==> src/rtl/macalu_pkg.sv <==
package macalu_pkg;

  typedef enum logic [3:0] {
    OP_NONE = 4'd0,
    OP_P    = 4'd1,
    OP_ADDP = 4'd2,
    OP_SUBP = 4'd3,
    OP_Y    = 4'd4,
    OP_ADDY = 4'd5,
    OP_SUBY = 4'd6,
    OP_AND  = 4'd7,
    OP_OR   = 4'd8,
    OP_XOR  = 4'd9,
    OP_TSUB = 4'd10,
    OP_TAND = 4'd11
  } aluOp_e;

  typedef enum logic [2:0] {
    LD_X    = 3'd0,
    LD_Y    = 3'd1,
    LD_A0   = 3'd2,
    LD_A1   = 3'd3,
    LD_CTRL = 3'd4
  } ldTarget_e;

  typedef struct packed {
    aluOp_e     op;
    logic       accWe;
    logic       accDst;
    logic       accSrc;
    logic       flagWe;
    logic       mulEn;
    logic       xWe;
    logic       yWe;
    logic [1:0] accLdWe;
    logic       accLdLow;
    logic [1:0] keepLow;
  } strobes_t;

endpackage

==> src/rtl/macalu_ctrl.sv <==
module macalu_ctrl
  import macalu_pkg::*;
#(
  parameter int CTRL_W = 8,
  parameter int SQ_BIT = 7
) (
  input  logic              clk,
  input  logic              rstN,
  input  logic              instValid,
  input  logic [3:0]        instFunc,
  input  logic              instDst,
  input  logic              instSrc,
  input  logic              instMul,
  input  logic              ldValid,
  input  logic [2:0]        ldTarget,
  input  logic              ldLow,
  input  logic [CTRL_W-1:0] ldCtrlData,
  output strobes_t          strobes,
  output logic [CTRL_W-1:0] ctrlQ
);

  logic [CTRL_W-1:0] ctrlReg;
  logic              ctrlWe;
  aluOp_e            opDec;

  assign ctrlWe = ldValid && (ldTarget == LD_CTRL);

  always_ff @(posedge clk) begin
    if (!rstN) ctrlReg <= '0;
    else if (ctrlWe) ctrlReg <= ldCtrlData;
  end

  assign ctrlQ = ctrlReg;

  always_comb begin
    if (instValid && (instFunc <= 4'd11)) opDec = aluOp_e'(instFunc);
    else opDec = OP_NONE;
  end

  always_comb begin
    strobes          = '0;
    strobes.op       = opDec;
    strobes.accDst   = instDst;
    strobes.accSrc   = instSrc;
    strobes.flagWe   = (opDec != OP_NONE);
    strobes.accWe    = (opDec != OP_NONE) && (opDec != OP_TSUB) && (opDec != OP_TAND);
    strobes.mulEn    = instValid && instMul;
    strobes.yWe      = ldValid && (ldTarget == LD_Y);
    strobes.xWe      = ldValid && ((ldTarget == LD_X) || ((ldTarget == LD_Y) && ctrlReg[SQ_BIT]));
    strobes.accLdWe  = {ldValid && (ldTarget == LD_A1), ldValid && (ldTarget == LD_A0)};
    strobes.accLdLow = ldLow;
    strobes.keepLow  = ctrlReg[1:0];
  end

  AST_CTRL_HOLD: assert property (@(posedge clk) disable iff (!rstN)
    !ctrlWe |=> $stable(ctrlQ)) else $error("control register changed without a load");

  AST_TEST_NO_WRITE: assert property (@(posedge clk) disable iff (!rstN)
    (instValid && (instFunc == 4'd10 || instFunc == 4'd11)) |-> (strobes.flagWe && !strobes.accWe))
    else $error("flag-only code requested an accumulator write");

endmodule

==> src/rtl/macalu_accreg.sv <==
module macalu_accreg #(
  parameter int DATA_W  = 16,
  parameter int GUARD_W = 4,
  localparam int ACC_W  = 2 * DATA_W + GUARD_W
) (
  input  logic              clk,
  input  logic              rstN,
  input  logic              aluWe,
  input  logic [ACC_W-1:0]  aluRes,
  input  logic              ldWe,
  input  logic              ldLow,
  input  logic              keepLow,
  input  logic [DATA_W-1:0] ldData,
  output logic [ACC_W-1:0]  accQ
);

  logic [ACC_W-1:0] accReg;

  always_ff @(posedge clk) begin
    if (!rstN) begin
      accReg <= '0;
    end else if (aluWe) begin
      accReg <= aluRes;
    end else if (ldWe) begin
      if (ldLow) begin
        accReg[DATA_W-1:0] <= ldData;
      end else begin
        accReg[ACC_W-1:DATA_W] <= {{GUARD_W{ldData[DATA_W-1]}}, ldData};
        if (!keepLow) accReg[DATA_W-1:0] <= '0;
      end
    end
  end

  assign accQ = accReg;

  AST_LOW_CLEARED: assert property (@(posedge clk) disable iff (!rstN)
    (ldWe && !ldLow && !keepLow && !aluWe) |=> (accQ[DATA_W-1:0] == '0))
    else $error("low half not cleared");

  AST_LOW_KEPT: assert property (@(posedge clk) disable iff (!rstN)
    (ldWe && !ldLow && keepLow && !aluWe) |=> $stable(accQ[DATA_W-1:0]))
    else $error("low half not kept");

  AST_GUARD_SIGN: assert property (@(posedge clk) disable iff (!rstN)
    (ldWe && !ldLow && !aluWe) |=> (accQ[ACC_W-1:2*DATA_W] == {GUARD_W{accQ[2*DATA_W-1]}}))
    else $error("guard bits not sign extended");

  AST_LOW_LOAD_ONLY: assert property (@(posedge clk) disable iff (!rstN)
    (ldWe && ldLow && !aluWe) |=> $stable(accQ[ACC_W-1:DATA_W]))
    else $error("low load disturbed upper bits");

  AST_ALU_WINS: assert property (@(posedge clk) disable iff (!rstN)
    aluWe |=> (accQ == $past(aluRes)))
    else $error("instruction result not stored");

endmodule

==> src/rtl/macalu_dpath.sv <==
module macalu_dpath
  import macalu_pkg::*;
#(
  parameter int DATA_W  = 16,
  parameter int GUARD_W = 4,
  localparam int PROD_W = 2 * DATA_W,
  localparam int ACC_W  = PROD_W + GUARD_W,
  localparam int NUM_ACC = 2
) (
  input  logic              clk,
  input  logic              rstN,
  input  strobes_t          strobes,
  input  logic [DATA_W-1:0] ldData,
  input  logic [1:0]        rdSel,
  input  logic              rdLow,
  output logic [DATA_W-1:0] rdData,
  output logic [DATA_W-1:0] xQ,
  output logic [DATA_W-1:0] yQ,
  output logic [PROD_W-1:0] pQ,
  output logic [ACC_W-1:0]  acc0Q,
  output logic [ACC_W-1:0]  acc1Q,
  output logic              flagN,
  output logic              flagZ,
  output logic              flagV
);

  logic signed [DATA_W-1:0] xReg;
  logic signed [DATA_W-1:0] yReg;
  logic signed [PROD_W-1:0] pReg;
  logic signed [PROD_W-1:0] prodNext;
  logic [ACC_W-1:0]         accQ [NUM_ACC];
  logic [ACC_W-1:0]         srcAcc;
  logic [ACC_W-1:0]         pExt;
  logic [ACC_W-1:0]         yExt;
  logic [ACC_W-1:0]         arithOpnd;
  logic [ACC_W-1:0]         sumRes;
  logic [ACC_W-1:0]         diffRes;
  logic                     sumOvf;
  logic                     diffOvf;
  logic [ACC_W-1:0]         aluRes;
  logic                     aluOvf;
  logic                     nReg, zReg, vReg;

  // operand registers
  always_ff @(posedge clk) begin
    if (!rstN) begin
      xReg <= '0;
      yReg <= '0;
    end else begin
      if (strobes.xWe) xReg <= ldData;
      if (strobes.yWe) yReg <= ldData;
    end
  end

  assign prodNext = xReg * yReg;

  always_ff @(posedge clk) begin
    if (!rstN) pReg <= '0;
    else if (strobes.mulEn) pReg <= prodNext;
  end

  // operand alignment
  assign srcAcc    = accQ[strobes.accSrc];
  assign pExt      = {{GUARD_W{pReg[PROD_W-1]}}, pReg};
  assign yExt      = {{GUARD_W{yReg[DATA_W-1]}}, yReg, {DATA_W{1'b0}}};
  assign arithOpnd = (strobes.op == OP_ADDP || strobes.op == OP_SUBP) ? pExt : yExt;

  assign sumRes  = srcAcc + arithOpnd;
  assign diffRes = srcAcc - arithOpnd;
  assign sumOvf  = (srcAcc[ACC_W-1] == arithOpnd[ACC_W-1]) && (sumRes[ACC_W-1] != srcAcc[ACC_W-1]);
  assign diffOvf = (srcAcc[ACC_W-1] != arithOpnd[ACC_W-1]) && (diffRes[ACC_W-1] != srcAcc[ACC_W-1]);

  always_comb begin
    aluRes = '0;
    aluOvf = 1'b0;
    unique case (strobes.op)
      OP_P:                    aluRes = pExt;
      OP_Y:                    aluRes = yExt;
      OP_ADDP, OP_ADDY:        begin aluRes = sumRes;  aluOvf = sumOvf;  end
      OP_SUBP, OP_SUBY, OP_TSUB: begin aluRes = diffRes; aluOvf = diffOvf; end
      OP_AND, OP_TAND:         aluRes = srcAcc & yExt;
      OP_OR:                   aluRes = srcAcc | yExt;
      OP_XOR:                  aluRes = srcAcc ^ yExt;
      default:                 aluRes = '0;
    endcase
  end

  always_ff @(posedge clk) begin
    if (!rstN) begin
      nReg <= 1'b0;
      zReg <= 1'b0;
      vReg <= 1'b0;
    end else if (strobes.flagWe) begin
      nReg <= aluRes[ACC_W-1];
      zReg <= (aluRes == '0);
      vReg <= aluOvf;
    end
  end

  // accumulators
  for (genvar g = 0; g < NUM_ACC; g++) begin : g_acc
    macalu_accreg #(
      .DATA_W (DATA_W),
      .GUARD_W(GUARD_W)
    ) u_acc (
      .clk    (clk),
      .rstN   (rstN),
      .aluWe  (strobes.accWe && (strobes.accDst == 1'(g))),
      .aluRes (aluRes),
      .ldWe   (strobes.accLdWe[g]),
      .ldLow  (strobes.accLdLow),
      .keepLow(strobes.keepLow[g]),
      .ldData (ldData),
      .accQ   (accQ[g])
    );
  end

  // read port
  always_comb begin
    unique case (rdSel)
      2'd0:    rdData = yReg;
      2'd1:    rdData = rdLow ? accQ[0][DATA_W-1:0] : accQ[0][PROD_W-1:DATA_W];
      2'd2:    rdData = rdLow ? accQ[1][DATA_W-1:0] : accQ[1][PROD_W-1:DATA_W];
      default: rdData = '0;
    endcase
  end

  assign xQ    = xReg;
  assign yQ    = yReg;
  assign pQ    = pReg;
  assign acc0Q = accQ[0];
  assign acc1Q = accQ[1];
  assign flagN = nReg;
  assign flagZ = zReg;
  assign flagV = vReg;

  AST_PRODUCT: assert property (@(posedge clk) disable iff (!rstN)
    strobes.mulEn |=> (pQ == PROD_W'($signed($past(xQ)) * $signed($past(yQ)))))
    else $error("product mismatch");

  AST_SQUARE_COPY: assert property (@(posedge clk) disable iff (!rstN)
    (strobes.yWe && strobes.xWe) |=> (xQ == yQ))
    else $error("square load did not fill both operands");

  AST_FLAG_ONLY: assert property (@(posedge clk) disable iff (!rstN)
    ((strobes.op == OP_TSUB || strobes.op == OP_TAND) && strobes.accLdWe == 2'b00)
      |=> ($stable(acc0Q) && $stable(acc1Q)))
    else $error("flag-only form changed an accumulator");

  AST_FLAGS_HOLD: assert property (@(posedge clk) disable iff (!rstN)
    !strobes.flagWe |=> ($stable(flagN) && $stable(flagZ) && $stable(flagV)))
    else $error("flags changed without a function");

endmodule

==> src/rtl/mac_alu_unit.sv <==
module mac_alu_unit
  import macalu_pkg::*;
#(
  parameter int DATA_W  = 16,
  parameter int GUARD_W = 4,
  parameter int CTRL_W  = 8,
  localparam int PROD_W = 2 * DATA_W,
  localparam int ACC_W  = PROD_W + GUARD_W
) (
  input  logic              clk,
  input  logic              rstN,
  input  logic              instValid,
  input  logic [3:0]        instFunc,
  input  logic              instDst,
  input  logic              instSrc,
  input  logic              instMul,
  input  logic              ldValid,
  input  logic [2:0]        ldTarget,
  input  logic              ldLow,
  input  logic [DATA_W-1:0] ldData,
  input  logic [1:0]        rdSel,
  input  logic              rdLow,
  output logic [DATA_W-1:0] rdData,
  output logic [DATA_W-1:0] xOut,
  output logic [DATA_W-1:0] yOut,
  output logic [PROD_W-1:0] pOut,
  output logic [ACC_W-1:0]  acc0Out,
  output logic [ACC_W-1:0]  acc1Out,
  output logic [CTRL_W-1:0] ctrlOut,
  output logic              flagN,
  output logic              flagZ,
  output logic              flagV
);

  strobes_t strobes;

  macalu_ctrl #(
    .CTRL_W(CTRL_W),
    .SQ_BIT(CTRL_W - 1)
  ) u_ctrl (
    .clk       (clk),
    .rstN      (rstN),
    .instValid (instValid),
    .instFunc  (instFunc),
    .instDst   (instDst),
    .instSrc   (instSrc),
    .instMul   (instMul),
    .ldValid   (ldValid),
    .ldTarget  (ldTarget),
    .ldLow     (ldLow),
    .ldCtrlData(ldData[CTRL_W-1:0]),
    .strobes   (strobes),
    .ctrlQ     (ctrlOut)
  );

  macalu_dpath #(
    .DATA_W (DATA_W),
    .GUARD_W(GUARD_W)
  ) u_dpath (
    .clk    (clk),
    .rstN   (rstN),
    .strobes(strobes),
    .ldData (ldData),
    .rdSel  (rdSel),
    .rdLow  (rdLow),
    .rdData (rdData),
    .xQ     (xOut),
    .yQ     (yOut),
    .pQ     (pOut),
    .acc0Q  (acc0Out),
    .acc1Q  (acc1Out),
    .flagN  (flagN),
    .flagZ  (flagZ),
    .flagV  (flagV)
  );

endmodule

==> config.mk <==
export PLATFORM = sky130hd
export DESIGN_NAME = mac_alu_unit
export DESIGN_NICKNAME = d
export VERILOG_FILES = /design/src/rtl/macalu_pkg.sv /design/src/rtl/macalu_ctrl.sv /design/src/rtl/macalu_accreg.sv /design/src/rtl/macalu_dpath.sv /design/src/rtl/mac_alu_unit.sv
export SDC_FILE = /design/constraint.sdc
export NUM_CORES = 1
export LEC_CHECK = 0
export BUFFER_PORTS_ARGS = -buffer_cell sky130_fd_sc_hd__buf_2
export CAP_MARGIN = 10
export CORE_MARGIN = 8
export CORE_UTILIZATION = 60
export CTS_BUF_LIST = sky130_fd_sc_hd__clkbuf_4 sky130_fd_sc_hd__clkbuf_8
export DETAILED_ROUTE_END_ITERATION = 10
export PLACE_DENSITY_LB_ADDON = 0.12
export SYNTH_ARGS = -nofsm -noshare
export SYNTH_HDL_FRONTEND = slang
export SYNTH_HIERARCHICAL = 1
export SYNTH_SLANG_ARGS = --single-unit
==> constraint.sdc <==
create_clock -name clk -period 13.5 [get_ports clk]
set_input_delay 2.7 -clock clk [delete_from_list [all_inputs] [get_ports clk]]
set_output_delay 2.7 -clock clk [all_outputs]
set_load 0.005 [all_outputs]
==> flow_metrics.py, run 1 <==
metrics = {
    "outcome": {
        "status": "complete, no violations",
    },
    "placed_design": {
        "hpwl_um": 67200,
        "gp_congestion": 1.02,
        "port_buffers": 196,
        "placed_cells": 3517,
    },
    "finish": {
        "nets": 3495,
        "drive_above_1_share": 0.121,
        "area_delta_synth_final_pct": 6.44,
        "fin_cells": 3550,
    },
    "synth": {
        "synth.top_cell.area_share": 0.217,
        "yosysMostFrequentCell": "inv_1",
        "syn_area_um2": 24300,
        "yosys.area.top_type": "fa_1",
        "async_flop_share": 0,
        "synth_commonest_cells": "inv_1, nand2_1, fa_1",
        "synth_warnings": 6,
        "avgSynthCellArea_um2": 8.26,
        "ys_seq_elements": 147,
        "syn_inst": 2948,
        "yosysUniqueCellTypes": 110,
        "synth-edff-count": 0,
        "synth_top_cells_by_area": "fa_1, dfxtp_1, ha_1, inv_1, mux2i_1",
        "synth_seq_area_share": 0.121,
        "syn_nets": 3439,
        "synthFlopType": "dfxtp_1",
    },
    "setup_path": {
        "rr_worst_depth": 22,
        "r2r_start": "u_dpath/xQ[15]",
        "crit_arrival_ps": 8630,
        "crit_path_frequent_cell": "a21oi_1",
        "crit_path_top_delay_cell": "or4b_1",
        "cp.required_ps": 13880,
        "worst_setup_path_start_kind": "input pin",
        "crit_chain": "buf_2 -> a21boi_0 -> and2_1 -> nor3b_4 -> buf_4 -> nor2_1 -> a21o_1 -> ha_1 -> inv_1 -> a21oi_1 -> nand2_1 -> or4b_1 -> a21oi_1 -> a22oi_1 -> a2111oi_0 -> a311oi_1 -> a31oi_1 -> nor4_1 -> nand4b_1 -> o31ai_2",
        "cp_max_fo": 48,
        "cp_slowest_stage_delay_ps": 710,
        "worst_setup_path_end_kind": "flop",
        "crit_type": "in -> reg",
        "r2r-end": "u_dpath/pQ[28]",
        "ff2ff_setup_slack_ps": 6280,
    },
    "worst_hold_path": {
        "hp-start": "u_ctrl/ctrlQ[2]",
        "min_path_cells": 2,
        "holdPathEnd": "u_ctrl/ctrlQ[2]",
        "hp-class": "reg -> reg",
    },
    "drt": {
        "num_vias": 23100,
        "firstDrtPassIters": 6,
        "first_iter_violations": 2705,
        "wl_um": 89300,
        "ant_nets": 0,
        "drt-vias-per-instance": 6.50,
        "drcViolationCount": 0,
        "wl_per_cell_um": 25.2,
    },
    "floorplan": {
        "design.die.area_um2": 47300,
        "core.rowCount": 74,
        "coreArea_um2": 40500,
        "start_util": 0.602,
        "fp.dieW_um": 217,
        "io_pins": 197,
        "die_height_um": 217,
    },
    "sta": {
        "slew-limit-headroom": 0.222,
        "fin_tns_setup_ps": 0,
        "final.setup_skew_ps": 22.0,
        "rsz0062_at_grt": "false",
        "max_freq_mhz": 121,
        "hold_viol_final": 0,
        "post-route-period-util": 0.611,
        "setup_viol": 0,
        "finalMaxSlewViolations": 0,
        "period_minus_slack_ps": 8250,
        "tightest_slew_ps": 1160,
    },
    "clocking": {
        "cts_hold_buffers": 0,
        "ctsLongestPathBuffers": 2,
        "cts.sinks": 147,
        "cts_root_buf": "clkbuf_8",
        "cts_setup_buffers": 0,
        "clkSlewWorstSetupHoldPaths_ps": 100,
        "cts-resized-gates": 0,
        "cts_tree": "done",
        "cts_buffers": 17,
        "htreeDepth": 4,
        "insertion_delay_ps": 500,
    },
    "power": {
        "clkPwrFrac": 0.275,
        "power.share.switching": 0.413,
        "p_switching_uw": 589,
        "p_seq_frac": 0.347,
        "powerDensity_nw_per_um2": 55.1,
        "p_leak_uw": 0.0127,
        "combPwrFrac": 0.378,
        "max-vdd-ir-drop_v": 0.0000630,
        "internal-power_uw": 838,
    },
    "grt": {
        "grt_pass1_wl_um": 136000,
        "gr-usage-all-layers": 0.369,
        "grt_max_degree": 77,
        "antenna_found_initial": 3,
        "grt_pass1_vias": 23100,
        "overflow": 0,
    },
    "job": {
        "cap_violations": 0,
    },
}
## power by group through the flow
stage | clock network (uW) | logic, uW | registers (uW)
after global routing | 411 | 574 | 495
after CTS | 394 | 522 | 492
after detailed placement | 0 | 518 | 502
after floorplan | 0 | 357 | 483
after global placement | 0 | 512 | 501
final | 393 | 540 | 495
## stage by stage
stage	setup slack, ps	utilization	hold slack, ps	area (um^2)	power, uW
after floorplan	5840	-	451	24300	839
after global placement	5220	0.630	439	25500	1010
after detailed placement	5060	0.630	458	25500	1020
after CTS	5570	0.640	473	25900	1410
after global routing	5110	0.640	490	25900	1480
final	5250	0.641	469	25900	1430
## worst max-delay path by stage
| stage | from | cells after the start | slack [ps] | endpoint |
|---|---|---|---|---|
| floorplan | instSrc | 21 | 5840 | u_dpath/flagZ |
| global placement | instFunc[2] | 20 | 5220 | u_dpath/flagZ |
| detailed placement | instFunc[2] | 20 | 5060 | u_dpath/flagZ |
| CTS | instFunc[2] | 20 | 5570 | u_dpath/flagZ |
| global route | instFunc[2] | 21 | 5110 | u_dpath/g_acc[0].u_acc/accQ[32] |
| finish | instFunc[2] | 20 | 5250 | u_dpath/flagZ |
## area by class of cell
type / instances / area (um^2)
repair buffers: 238 / 1300
well taps: 532 / 666
clock buffers: 19 / 255
diodes: 1 / 2.50
inverters: 411 / 1540
clock inverters: 13 / 173
multi-input cells: 2189 / 19000
flip-flops and latches: 147 / 2940
fillers: 3501 / 14500
## layout by cell type (no fill, tap or decap), drive strengths merged, types with 30 or more instances in the layout
cell type and n:
inv 411, nand2 279, fa 264, buf 238
ha 193, and2 149, dfxtp 147, mux2i 130
a21oi 125, nor2 124, o21ai 106, nor2b 92
a211oi 87, nor3 66, a21o 49, nor3b 43
nand3 41, mux2 36, a22oi 30, xnor2 30
## kinds of logic after synthesis
kind of cell    synth area share
flops                      0.121
buf+inv                   0.0998
simple gates               0.193
xor+xnor                  0.0155
mux                       0.0701
fa+ha+maj                  0.316
compound gates             0.185
## sequential cells by signal, summed over array words and instances (netlist names)
| signal | cells |
|---|---|
| u_dpath/pQ | 32 |
| u_dpath/flagZ | 1 |
| u_dpath/yQ | 16 |
| u_dpath/flagV | 1 |
| u_dpath/g_acc.u_acc/accQ | 72 |
| u_dpath/xQ | 16 |
| u_ctrl/ctrlQ | 8 |
| u_dpath/flagN | 1 |
## critical path, delay by kind of cell
| kind | cells | cell delay (ps) |
|---|---|---|
| AO/OA/AOI/OAI | 9 | 2370 |
| AND/OR/NAND/NOR | 7 | 2140 |
| buffers and inverters | 3 | 890 |
| adder cells (fa/ha/maj) | 1 | 510 |
## layer usage
layer	wire length, um	GRT usage	vias up	part of all wire
met1	35500	0.472	11300	0.40
met3	8750	0.0827	292	0.098
met2	39600	0.571	1377	0.44
met4	5470	0.208	2	0.061
li1	-	-	10100	-
met5	13	0	-	0.00015
Note: power is estimated with default switching activity, not from simulation.
==> run 2, diff against run 1 <==
Clock period 13.5 ns to 8.4 ns, I/O delays scaled along.
==> flow_metrics.py, run 2 (synthesis gave the netlist of run 1 again) <==
metrics = {
    "clocking": {
        "insertion_delay_ps": 520,
        "cts_buffers": 17,
        "clkSlewWorstSetupHoldPaths_ps": 90,
        "cts-resized-gates": 0,
        "htreeDepth": 4,
        "cts_root_buf": "clkbuf_8",
        "cts.sinks": 147,
        "cts_hold_buffers": 0,
        "cts_tree": "done",
        "ctsLongestPathBuffers": 2,
        "cts_setup_buffers": 0,
    },
    "grt": {
        "grt_max_degree": 87,
        "gr-usage-all-layers": 0.378,
        "grt_pass1_wl_um": 139000,
        "overflow": 0,
        "antenna_found_initial": 4,
        "grt_pass1_vias": 23800,
    },
    "sta": {
        "post-route-period-util": 0.865,
        "tightest_slew_ps": 1080,
        "fin_tns_setup_ps": 0,
        "max_freq_mhz": 138,
        "hold_viol_final": 0,
        "final.setup_skew_ps": 20.3,
        "setup_viol": 0,
        "timing.final.ws_setup_ps": 1130,
        "period_minus_slack_ps": 7270,
        "finalMaxSlewViolations": 0,
        "slew-limit-headroom": 0.280,
        "rsz0062_at_grt": "false",
    },
    "floorplan": {
        "io_pins": 197,
        "start_util": 0.602,
        "fp.dieW_um": 217,
        "core.rowCount": 74,
        "coreArea_um2": 40500,
        "die_height_um": 217,
        "design.die.area_um2": 47300,
    },
    "setup_path": {
        "worst_setup_path_start_kind": "flop",
        "cp_max_fo": 18,
        "crit_type": "reg -> reg",
        "worst_setup_path_end_kind": "flop",
        "cp.required_ps": 8810,
        "crit_arrival_ps": 7680,
    },
    "finish": {
        "drive_above_1_share": 0.122,
        "finish.utilization": 0.640,
        "ff_latch_area_um2": 2940,
        "layout_common_cells": "inv_1, nand2_1, fa_1",
        "multi_input_area_um2": 19000,
        "fillers": 3483,
        "n_antenna_cell": 0,
        "final_common_cell": "inv_1",
        "area_delta_synth_final_pct": 6.28,
        "nets": 3500,
        "largest_reg_flops": 72,
    },
    "power": {
        "internal-power_uw": 1270,
        "total_power_uw": 2230,
        "power.share.switching": 0.430,
        "p_switching_uw": 959,
        "combPwrFrac": 0.392,
        "max-vdd-ir-drop_v": 0.0000856,
        "p_leak_uw": 0.0127,
        "clkPwrFrac": 0.250,
        "powerDensity_nw_per_um2": 86.1,
        "p_seq_frac": 0.358,
    },
    "drt": {
        "num_vias": 23200,
        "drt-vias-per-instance": 6.54,
        "drcViolationCount": 1,
        "wl_um": 90800,
        "first_iter_violations": 2574,
        "wl_per_cell_um": 25.5,
        "firstDrtPassIters": 9,
        "ant_nets": 0,
    },
    "job": {
        "cap_violations": 0,
    },
    "worst_hold_path": {
        "hp-class": "reg -> reg",
    },
    "outcome": {
        "status": "complete, but fails checks",
        "violations": "design-rule violations",
    },
    "placed_design": {
        "dpl_worst_slack_ps": 1260,
        "gp_congestion": 1.00,
        "hpwl_um": 70000,
        "port_buffers": 196,
    },
}
run 2: cell count changes in the layout (fill, tap and decap cells not counted), sizes merged:
cell,delta
buf,+5
bufinv,-3
clkinv,+3
clkinvlp,-2
inv,+1
clkbuf,+1
diode,-1
run 2: worst max-delay path, cell delays in order, from the launching register on:
cell and delay, ps:
dfxtp_1 900, inv_1 720, nor2_1 300, fa_1 470, fa_1 460, fa_1 520, fa_1 430, fa_1 490
inv_1 50, fa_1 470, inv_1 40, ha_1 330, nand2_1 90, o21ai_0 240, nor3_1 80, a21oi_1 370
a31o_2 260, nor2b_1 220, o21bai_1 140, o21ai_0 260, nand4_1 140, o2111a_1 180
run 2: power groups by stage:
stage               logic, uW  clock network (uW)  registers (uW)
floorplan                 573                   0             776
global placement          832                   0             805
detailed placement        842                   0             808
CTS                       847                 558             792
global route              930                 589             799
finish                    874                 556             797
run 2: final cells by class:
cell class,count,area share
Multi-Input combinational cell,2189,0.735
Sequential cell,147,0.114
Inverter,411,0.0596
Timing Repair Buffer,243,0.0515
Tap cell,532,0.0257
Clock buffer,20,0.0104
Clock inverter,12,0.00377
run 2: stage by stage:
step	cell area, um^2	hold slack, ps	instances
after global placement	25500	439	3521
after detailed placement	25500	446	3521
after floorplan	24300	451	2948
after CTS	25900	459	3553
final	25900	465	3554
after global routing	25900	498	3554
run 2: final timing paths:
| kind | start | endpoint | slack, ps | cells after the start |
|---|---|---|---|---|
| max | u_dpath/yQ[15] | u_dpath/pQ[31] | 1130 | 21 |
| min | u_ctrl/ctrlQ[6] | u_ctrl/ctrlQ[6] | 470 | 2 |
| max reg2reg | u_dpath/yQ[15] | u_dpath/pQ[31] | 1130 | 21 |
| min reg2reg | u_ctrl/ctrlQ[6] | u_ctrl/ctrlQ[6] | 470 | 2 |
run 2: metal layers:
layer / vias up / GRT usage / routed length, um
li1: 10100 / - / -
met1: 11500 / 0.471 / 34700
met2: 1391 / 0.600 / 41300
met3: 320 / 0.0770 / 8760
met5: - / 0 / 0
met4: 0 / 0.229 / 6060
